<file path="src/rtl/blkbuf_pkg.sv">
package blkbuf_pkg;

    typedef enum logic [1:0] {
        ST_IDLE = 2'd0,
        ST_FILL = 2'd1,
        ST_ACK  = 2'd2
    } bb_state_t;

endpackage

</file>
<file path="src/rtl/blkbuf_store.sv">
module blkbuf_store #(
    parameter int IDX_W = 4,
    parameter int TAG_W = 10,
    parameter int BLK_W = 128
) (
    input  logic             clk,
    input  logic             rst_n,
    input  logic             load,
    input  logic [IDX_W-1:0] load_idx,
    input  logic [TAG_W-1:0] load_tag,
    input  logic [BLK_W-1:0] load_blk,
    input  logic             wr_clear,
    input  logic [IDX_W-1:0] wr_idx,
    input  logic             inv_valid,
    input  logic [IDX_W-1:0] inv_idx,
    output logic             vld,
    output logic [IDX_W-1:0] idx,
    output logic [TAG_W-1:0] tag,
    output logic [BLK_W-1:0] blk
);

    logic drop;
    assign drop = (wr_clear && (wr_idx == idx)) || (inv_valid && (inv_idx == idx));

    always_ff @(posedge clk) begin
        if (!rst_n) begin
            vld <= 1'b0;
            idx <= '0;
            tag <= '0;
        end else if (load) begin
            vld <= 1'b1;
            idx <= load_idx;
            tag <= load_tag;
        end else if (drop) begin
            vld <= 1'b0;
        end
    end

    always_ff @(posedge clk) begin
        if (load) begin
            blk <= load_blk;
        end
    end


    property inval_drops_p;
        @(posedge clk) disable iff (!rst_n)
        (inv_valid && vld && (inv_idx == idx) && !load) |=> !vld;
    endproperty
    inval_drops_chk: assert property (inval_drops_p);


    property write_drops_p;
        @(posedge clk) disable iff (!rst_n)
        (wr_clear && vld && (wr_idx == idx) && !load) |=> !vld;
    endproperty
    write_drops_chk: assert property (write_drops_p);

endmodule

</file>
<file path="src/rtl/blkbuf_match.sv">
module blkbuf_match #(
    parameter int IDX_W     = 4,
    parameter int TAG_W     = 10,
    parameter int WORD_W    = 32,
    parameter int BLK_WORDS = 4,
    parameter int OFF_W     = 2
) (
    input  logic                        vld,
    input  logic [IDX_W-1:0]            buf_idx,
    input  logic [TAG_W-1:0]            buf_tag,
    input  logic [IDX_W-1:0]            req_idx,
    input  logic [TAG_W-1:0]            req_tag,
    input  logic [WORD_W*BLK_WORDS-1:0] src_blk,
    input  logic [OFF_W-1:0]            sel_off,
    output logic                        hit,
    output logic [WORD_W-1:0]           word
);

    logic [WORD_W-1:0] lane [BLK_WORDS];

    for (genvar g = 0; g < BLK_WORDS; g++) begin : g_lane
        assign lane[g] = src_blk[g*WORD_W +: WORD_W];
    end

    assign hit  = vld && (buf_idx == req_idx) && (buf_tag == req_tag);
    assign word = lane[sel_off];

endmodule

</file>
<file path="src/rtl/blkbuf_hitcnt.sv">
module blkbuf_hitcnt #(
    parameter int CNT_W = 16
) (
    input  logic             clk,
    input  logic             rst_n,
    input  logic             inc,
    output logic [CNT_W-1:0] count
);

    always_ff @(posedge clk) begin
        if (!rst_n) begin
            count <= '0;
        end else if (inc) begin
            count <= count + CNT_W'(1);
        end
    end


    property count_step_p;
        @(posedge clk) disable iff (!rst_n)
        inc |=> (count == $past(count) + CNT_W'(1));
    endproperty
    count_step_chk: assert property (count_step_p);


    property count_hold_p;
        @(posedge clk) disable iff (!rst_n)
        !inc |=> $stable(count);
    endproperty
    count_hold_chk: assert property (count_hold_p);

endmodule

</file>
<file path="src/rtl/blkbuf_ctrl.sv">
module blkbuf_ctrl
    import blkbuf_pkg::*;
#(
    parameter int IDX_W = 4,
    parameter int TAG_W = 10,
    parameter int OFF_W = 2
) (
    input  logic             clk,
    input  logic             rst_n,
    input  logic             req_valid,
    input  logic             req_we,
    input  logic [IDX_W-1:0] req_idx,
    input  logic [TAG_W-1:0] req_tag,
    input  logic [OFF_W-1:0] req_off,
    input  logic             buf_hit,
    input  logic             inval_valid,
    input  logic [IDX_W-1:0] inval_idx,
    input  logic             arr_rsp_valid,
    output logic             req_ready,
    output logic             arr_en,
    output logic             arr_we,
    output logic             rsp_valid,
    output logic             fill_sel,
    output logic             buf_load,
    output logic             wr_clear,
    output logic             hit_take,
    output logic [IDX_W-1:0] pend_idx,
    output logic [TAG_W-1:0] pend_tag,
    output logic [OFF_W-1:0] pend_off
);

    bb_state_t state, state_nx;
    logic      kill;
    logic      inv_pend;

    assign inv_pend = inval_valid && (inval_idx == pend_idx);

    always_comb begin
        state_nx  = state;
        req_ready = 1'b0;
        arr_en    = 1'b0;
        arr_we    = 1'b0;
        rsp_valid = 1'b0;
        fill_sel  = 1'b0;
        buf_load  = 1'b0;
        wr_clear  = 1'b0;
        hit_take  = 1'b0;
        unique case (state)
            ST_IDLE: begin
                req_ready = 1'b1;
                if (req_valid) begin
                    if (req_we) begin
                        arr_en   = 1'b1;
                        arr_we   = 1'b1;
                        wr_clear = 1'b1;
                        state_nx = ST_ACK;
                    end else if (buf_hit) begin
                        hit_take  = 1'b1;
                        rsp_valid = 1'b1;
                    end else begin
                        arr_en   = 1'b1;
                        state_nx = ST_FILL;
                    end
                end
            end
            ST_FILL: begin
                fill_sel = 1'b1;
                if (arr_rsp_valid) begin
                    rsp_valid = 1'b1;
                    buf_load  = !kill && !inv_pend;
                    state_nx  = ST_IDLE;
                end
            end
            ST_ACK: begin
                if (arr_rsp_valid) begin
                    rsp_valid = 1'b1;
                    state_nx  = ST_IDLE;
                end
            end
            default: state_nx = ST_IDLE;
        endcase
    end

    always_ff @(posedge clk) begin
        if (!rst_n) begin
            state <= ST_IDLE;
        end else begin
            state <= state_nx;
        end
    end

    always_ff @(posedge clk) begin
        if (!rst_n) begin
            kill     <= 1'b0;
            pend_idx <= '0;
            pend_tag <= '0;
            pend_off <= '0;
        end else if (state == ST_IDLE && req_valid) begin
            kill     <= 1'b0;
            pend_idx <= req_idx;
            pend_tag <= req_tag;
            pend_off <= req_off;
        end else if (state == ST_FILL && inv_pend) begin
            kill <= 1'b1;
        end
    end


    property arr_single_pulse_p;
        @(posedge clk) disable iff (!rst_n)
        arr_en |=> !arr_en;
    endproperty
    arr_single_pulse_chk: assert property (arr_single_pulse_p);


    property hit_no_array_p;
        @(posedge clk) disable iff (!rst_n)
        (req_valid && req_ready && !req_we && buf_hit) |-> (!arr_en && rsp_valid);
    endproperty
    hit_no_array_chk: assert property (hit_no_array_p);


    property busy_blocks_p;
        @(posedge clk) disable iff (!rst_n)
        !req_ready |-> !arr_en;
    endproperty
    busy_blocks_chk: assert property (busy_blocks_p);


    property kill_no_load_p;
        @(posedge clk) disable iff (!rst_n)
        (fill_sel && inv_pend && !arr_rsp_valid) |=> !buf_load;
    endproperty
    kill_no_load_chk: assert property (kill_no_load_p);

endmodule

</file>
<file path="src/rtl/blkbuf_filter.sv">
module blkbuf_filter
    import blkbuf_pkg::*;
#(
    parameter int ADDR_W    = 16,
    parameter int WORD_W    = 32,
    parameter int BLK_WORDS = 4,
    parameter int SET_NUM   = 16,
    parameter int CNT_W     = 16,
    parameter int IDX_W     = $clog2(SET_NUM),
    parameter int BLK_W     = WORD_W * BLK_WORDS
) (
    input  logic              clk,
    input  logic              rst_n,
    input  logic              req_valid,
    input  logic              req_we,
    input  logic [ADDR_W-1:0] req_addr,
    input  logic [WORD_W-1:0] req_wdata,
    output logic              req_ready,
    output logic              rsp_valid,
    output logic [WORD_W-1:0] rsp_rdata,
    input  logic              inval_valid,
    input  logic [IDX_W-1:0]  inval_idx,
    output logic              arr_en,
    output logic              arr_we,
    output logic [ADDR_W-1:0] arr_addr,
    output logic [WORD_W-1:0] arr_wdata,
    input  logic              arr_rsp_valid,
    input  logic [BLK_W-1:0]  arr_rsp_blk,
    output logic [CNT_W-1:0]  hit_count
);

    localparam int OFF_W = $clog2(BLK_WORDS);
    localparam int TAG_W = ADDR_W - IDX_W - OFF_W;

    logic [OFF_W-1:0] req_off;
    logic [IDX_W-1:0] req_idx;
    logic [TAG_W-1:0] req_tag;

    assign req_off = req_addr[OFF_W-1:0];
    assign req_idx = req_addr[OFF_W +: IDX_W];
    assign req_tag = req_addr[ADDR_W-1 -: TAG_W];

    logic             buf_vld;
    logic [IDX_W-1:0] buf_idx;
    logic [TAG_W-1:0] buf_tag;
    logic [BLK_W-1:0] buf_blk;
    logic             buf_hit;
    logic             fill_sel;
    logic             buf_load;
    logic             wr_clear;
    logic             hit_take;
    logic [IDX_W-1:0] pend_idx;
    logic [TAG_W-1:0] pend_tag;
    logic [OFF_W-1:0] pend_off;
    logic [BLK_W-1:0] src_blk;
    logic [OFF_W-1:0] sel_off;

    assign src_blk   = fill_sel ? arr_rsp_blk : buf_blk;
    assign sel_off   = fill_sel ? pend_off : req_off;
    assign arr_addr  = req_addr;
    assign arr_wdata = req_wdata;

    blkbuf_ctrl #(
        .IDX_W(IDX_W), .TAG_W(TAG_W), .OFF_W(OFF_W)
    ) u_ctrl (
        .clk(clk), .rst_n(rst_n),
        .req_valid(req_valid), .req_we(req_we),
        .req_idx(req_idx), .req_tag(req_tag), .req_off(req_off),
        .buf_hit(buf_hit),
        .inval_valid(inval_valid), .inval_idx(inval_idx),
        .arr_rsp_valid(arr_rsp_valid),
        .req_ready(req_ready), .arr_en(arr_en), .arr_we(arr_we),
        .rsp_valid(rsp_valid), .fill_sel(fill_sel), .buf_load(buf_load),
        .wr_clear(wr_clear), .hit_take(hit_take),
        .pend_idx(pend_idx), .pend_tag(pend_tag), .pend_off(pend_off)
    );

    blkbuf_store #(
        .IDX_W(IDX_W), .TAG_W(TAG_W), .BLK_W(BLK_W)
    ) u_store (
        .clk(clk), .rst_n(rst_n),
        .load(buf_load), .load_idx(pend_idx), .load_tag(pend_tag),
        .load_blk(arr_rsp_blk),
        .wr_clear(wr_clear), .wr_idx(req_idx),
        .inv_valid(inval_valid), .inv_idx(inval_idx),
        .vld(buf_vld), .idx(buf_idx), .tag(buf_tag), .blk(buf_blk)
    );

    blkbuf_match #(
        .IDX_W(IDX_W), .TAG_W(TAG_W), .WORD_W(WORD_W),
        .BLK_WORDS(BLK_WORDS), .OFF_W(OFF_W)
    ) u_match (
        .vld(buf_vld), .buf_idx(buf_idx), .buf_tag(buf_tag),
        .req_idx(req_idx), .req_tag(req_tag),
        .src_blk(src_blk), .sel_off(sel_off),
        .hit(buf_hit), .word(rsp_rdata)
    );

    blkbuf_hitcnt #(
        .CNT_W(CNT_W)
    ) u_hitcnt (
        .clk(clk), .rst_n(rst_n), .inc(hit_take), .count(hit_count)
    );

endmodule

</file>
<file path="config.mk">
export PLATFORM = sky130hd
export DESIGN_NAME = blkbuf_filter
export DESIGN_NICKNAME = d
export VERILOG_FILES = /design/src/rtl/blkbuf_pkg.sv /design/src/rtl/blkbuf_store.sv /design/src/rtl/blkbuf_match.sv /design/src/rtl/blkbuf_hitcnt.sv /design/src/rtl/blkbuf_ctrl.sv /design/src/rtl/blkbuf_filter.sv
export SDC_FILE = /design/constraint.sdc
export NUM_CORES = 1
export LEC_CHECK = 0
export BUFFER_PORTS_ARGS = -buffer_cell sky130_fd_sc_hd__buf_2
export CORE_UTILIZATION = 51
export DETAILED_ROUTE_END_ITERATION = 16
export PLACE_DENSITY = 0.86
export SLEW_MARGIN = 20
export SYNTH_ARGS = -nofsm -noshare
export SYNTH_HDL_FRONTEND = slang
export SYNTH_SLANG_ARGS = --single-unit
</file>
<file path="constraint.sdc">
create_clock -name clk -period 3.96 [get_ports clk]
set_input_delay 0.792 -clock clk [delete_from_list [all_inputs] [get_ports clk]]
set_output_delay 0.792 -clock clk [all_outputs]
set_load 0.02 [all_outputs]
</file>
======== Word-level counts from Yosys, hierarchy flattened ========
Index checks and enable logic that the tools add are counted.
word-level totals
  input port bits ......................... 186
  bits in registers ....................... 178
  output and inout bits ................... 100
  logic and storage cells ................. 69
cells by class
  mux-type cells .......................... 29
  bitwise logic cells ..................... 2
  equal/unequal tests ..................... 10
  reduce and logical (&&, ||, !) cells .... 16
  add/subtract/negate cells ............... 1
  order comparisons ....................... 1
operators by type and width
  kind                                                       number
  2-to-1 mux 128 bit                                         1
  binary-select mux 32 bit (select 2 bit)                    1
  2-to-1 mux 32 bit                                          2
  2-to-1 mux 1 bit                                           18
  adder 16 x 1 -> 16 bit (second input constant)             1
  == test 4 bit                                              4
  == test 10 bit                                             1
  2-to-1 mux 2 bit                                           5
  logical AND 1 bit                                          8
  case mux 2 bit (2 select lines)                            1
  OR reduction 2 bit                                         2
  greater-or-equal comparator 3 bit (second input constant)  1
  inequality test 3 bit (second input constant)              1
  NOT 2 -> 3 bit                                             1
  AND reduction 3 bit                                        1
  == test 2 x 1 -> 1 bit (second input constant)             1
  == test 2 bit (second input constant)                      1
  zero test 1 bit                                            2
  zero test 2 bit                                            1
  inequality test 2 x 1 -> 1 bit (second input constant)     1
  inequality test 2 bit (second input constant)              1
  case mux 1 bit (2 select lines)                            1
  nonzero test 2 bit                                         1
  logical OR 1 bit                                           1
  NOT 1 bit                                                  1

======== Logic depth before layout (Yosys ltp) ========
  depth in word-level cells ............... 7
  mapped depth ............................ 9
  gate-level depth less buffers ........... 7

======== By module ========
A second synthesis with hierarchy kept.
unflattened totals
  cell total of the unflattened synthesis .. 627
  area, all modules ....................... 9088.7 um^2
by module, submodules not included
  module         area each (um^2)  instances  cells an instance
  blkbuf_store   4506.8            1          188
  blkbuf_filter  1959.4            1          192
  blkbuf_match   967.2             1          58
  blkbuf_ctrl    910.9             1          106
  blkbuf_hitcnt  744.5             1          83

======== Worst setup path after synthesis ========
OpenSTA, ideal clock, no wires.
  path type ............................... in2reg
  from .................................... in inval_idx[2]
  to ...................................... reg u_store.blk[0], enable pin
  arrival ................................. 2964 ps
  stages on the path ...................... 6
  setup slack ............................. 572 ps
  library setup time ...................... 425 ps
  data required time ...................... 3535 ps
  path buffers ............................ 2
  cells stage by stage .................... xor2_1 nor3_1 a31o_1 buf_2 buf_2 inv_2
on the way
  word-level cells in the longest chain between the ends .. 6
RTL lines
  item                  RTL line             RTL
  start, declared       blkbuf_filter.sv:22  input logic [IDX_W-1:0] inval_idx,
  == test 4 bit         blkbuf_ctrl.sv:36    assign inv_pend = inval_valid && (inval_idx == pend_idx);
  logical AND 1 bit     blkbuf_ctrl.sv:36
  zero test 1 bit       blkbuf_ctrl.sv:70    buf_load = !kill && !inv_pend;
  logical AND 1 bit     blkbuf_ctrl.sv:70
  2-to-1 mux 1 bit      blkbuf_ctrl.sv:68    if (arr_rsp_valid) begin
  2-to-1 mux 1 bit      blkbuf_ctrl.sv:48    unique case (state)
  named net buf_load    blkbuf_filter.sv:49  logic buf_load;
  end signal, assigned  blkbuf_store.sv:41   blk <= load_blk;
  end, declared         blkbuf_store.sv:19   output logic [BLK_W-1:0] blk
The timed path passes the listed nets, and every way through them passes these cells.
A chain may end at the register's enable or synchronous reset.

======== Final worst setup path ========
  from .................................... reg u_ctrl.state[1]
  to ...................................... out rsp_rdata[8]
on the way
  word-level cells in the longest chain between the ends .. 7
  elaborated cells on any way between the ends .. 8
  those cells by class .................... 1 x eq/ne; 6 x mux; 1 x bitwise
RTL lines
  item                                                     RTL line             RTL
  start, declared                                          blkbuf_ctrl.sv:32    bb_state_t state, state_nx;
  start signal, assigned                                   blkbuf_ctrl.sv:88    state <= state_nx;
  == test 2 x 1 -> 1 bit *                                 blkbuf_ctrl.sv:48
  2-to-1 mux 1 bit *                                       blkbuf_ctrl.sv:48
  2-to-1 mux 2 bit                                         blkbuf_filter.sv:59  assign sel_off = fill_sel ? pend_off : req_off;
  NOT 2 -> 3 bit (implied by the code)                     blkbuf_match.sv:26   assign word = lane[sel_off];
  binary-select mux 32 bit (select 2 bit) *                blkbuf_match.sv:26
  2-to-1 mux 32 bit (implied by the code) * (2 in series)  blkbuf_match.sv:26
  end, declared                                            blkbuf_filter.sv:20  output logic [WORD_W-1:0] rsp_rdata,
Every way passes the cells marked *; elsewhere a longest branch is shown, timed or not. The select of a mux whose other input is x is not followed.

==> impl_metrics.toml <==
[run_status]
outcome = "completed"

[placed_design]
placed_cell_area_um2 = 9550
dp.cells = 942
place_congestion = 0.800
portBuffers = 221
place_ws_ns = 0.877
hpwl_um = 12100

[grt]
grt_pass1_wl_um = 28200
grt_max_degree = 65
grt_overflow = 0
first_global_vias = 5495
antenna_found_initial = 0
grt_usage_pct = 21.1

[yosys]
postSynthAreaPerCell_um2 = 14.8
synth-edff-count = 128
synth.top_cell.area_share_pct = 45.0
synthFlopType = "edfxtp_1"
postSynthCellCount = 577
syn_nets = 767
ys_types = 38
synthesis.area_um2 = 8530
yosysSeqAreaShare_pct = 56.8
yosysWarningCount = 0
synthTopCellsByCount = "128 x edfxtp_1, 64 x mux4_2, 50 x dfxtp_1"
synth_area_leader_cell = "edfxtp_1"
ys_ff_latch = 178
yosysMostFrequentCell = "edfxtp_1"
synthTopCellsByArea = "edfxtp_1 45%, mux4_2 17%, dfxtp_1 12%"
async_reset_ff_share_pct = 0

[timing]
tightest_slew_ns = 0.817
relSlewSlack_pct = 45.5
finalCritPeriodShare_pct = 84.1
drv_slew = 0
rsz0062_at_grt = "false"
setup_viol = 0
fin_ws_ns = 0.630
finalHoldViolations = 0
fin_worst_skew_ns = 0.00754
fin_crit_ns = 3.33
setup-tns-final_ns = 0
fmax_mhz = 300

[power]
swShare_pct = 26.7
seqPwrFrac_pct = 47.6
p_leak_nw = 3.90
p_per_area_nw_per_um2 = 438
ir_drop_mv = 0.300
clock_power_share_pct = 36.0
power_mw = 4.43
power_frac_comb_pct = 16.4
switchingPower_mw = 1.18
p_int_mw = 3.25

[layout]
nNetsFinal = 935
drive_gt1_share_pct = 48.8
num_antenna_cells = 0
finalNonFillerCells = 974
final_cell_area_um2 = 10100
area_growth_pct = 18.6

[floorplanning]
dieArea_um2 = 17300
io_pins = 286
die_x_um = 131
initial_utilization_pct = 53.0
core_um2 = 16100
num_rows = 46
fp.dieH_um = 131

[setup_path]
endpoint_kind = "output pin"
required_ns = 3.17
arrival_ns = 2.54
critPathKind = "reg -> out"
start_kind = "register"
crit_fanout = 64

[clock_network]
cts_resized = 0
h-tree-depth = 4
postCtsHoldBufs = 0
cts_setup_buffers = 0
tritoncts = "yes"
cts-root-buf = "clkbuf_16"
clock_path_buffers = 2
path_clk_slew_ns = 0.07
clock_sink_count = 178
numCtsBuffers = 17
insertion_delay_ns = 0.42

[routing]
vias_per_cell = 5.67
dr.pass1.iters = 5
avgRoutedWirePerCell_um = 18.1
drcViolationCount = 0
vias = 5521
routed_wl_um = 17600
drt_iter0_drc = 344
postRouteAntennaNets = 0

[flow_run]
maxCapViolCount = 0

[min_path]
min_path_type = "reg -> reg"
[power groups by stage]
stage	clock (mW)	sequential [mW]	combinational [mW]
detailed placement	0	2.15	0.730
global placement	0	2.15	0.716
global route	1.70	2.12	0.782
finish	1.59	2.11	0.726
CTS	1.63	2.11	0.735
floorplan	0	2.14	0.539
[through the flow]
step	util, %	hold slack [ns]
2_1_floorplan	-	0.436
3_3_place_gp	59.3	0.441
3_5_place_dp	59.3	0.446
4_1_cts	62.8	0.457
5_1_grt	62.8	0.470
6_report	62.8	0.456
[logic make-up after synthesis]
family / synth area share, %
xor gates and xnor gates: 2.36
muxes: 23.3
DFF: 56.8
buffers and inverters: 6.30
and+or+nand+nor: 7.35
adders and majority gates: 0.586
AOI/OAI and AO/OA: 3.30
[sequential cells by signal, summed over array words and instances (netlist names)]
signal	count
u_ctrl.pend_off	2
u_ctrl.pend_idx	4
u_ctrl.pend_tag	10
u_store.blk	128
u_store.idx	4
u_ctrl.kill	1
u_hitcnt.count	16
u_store.tag	10
u_ctrl.state	2
u_store.vld	1
[metal layers]
| metal | vias to the layer above | track usage (%) | share of wire (%) | routed length [µm] |
|---|---|---|---|---|
| li1 | 2516 | - | - | - |
| met1 | 2716 | 26.4 | 41 | 7180 |
| met2 | 243 | 36.2 | 51 | 8960 |
| met3 | 46 | 4.01 | 6.1 | 1070 |
| met4 | 0 | 7.95 | 2.2 | 386 |
| met5 | - | 0 | 0 | 0 |
[worst max-delay path: stages, from the launching register on]
cell and delay [ns]:
dfxtp_1 0.32, inv_1 0.11, ha_2 0.23, mux2i_4 0.25, buf_12 0.30, mux4_2 0.38
mux2_2 0.29, buf_2 0.16
[cell usage in the layout, fill, tap and decap left out, types with 4 or more instances in the layout]
cell type / instances
clkinv_4: 6
nor2_1: 21
o31ai_1: 12
mux4_2: 64
xor2_1: 20
mux2i_1: 18
inv_1: 4
a21oi_1: 31
inv_8: 4
or4_1: 12
dfxtp_1: 49
buf_12: 4
clkbuf_16: 17
buf_2: 221
nand3_1: 10
edfxtp_1: 128
mux2_2: 32
nand2_1: 47
buf_4: 7
nor3_1: 6
and3_1: 5
[final timing paths]
| kind | depth (start not counted) | end | slack, ns | startpoint |
|---|---|---|---|---|
| worst max-delay path | 7 | rsp_rdata[8] | 0.63 | u_ctrl.state[1] |
| worst min-delay path | 2 | u_ctrl.pend_tag[3] | 0.46 | u_ctrl.pend_tag[3] |
| worst max register to register | 7 | u_store.blk[107] | 1.24 | u_ctrl.state[1] |
| worst min register to register | 2 | u_ctrl.pend_tag[3] | 0.46 | u_ctrl.pend_tag[3] |
[layout make-up]
cell class | instances | area [µm²]
Clock buffer | 17 | 425
Clock inverter | 15 | 145
Fill cell | 1184 | 5990
Inverter | 7 | 28.8
Multi-Input combinational cell | 309 | 3170
Sequential cell | 178 | 4850
Tap cell | 216 | 270
Timing Repair Buffer | 232 | 1240
No activity file was read; power rests on OpenSTA's default activity.
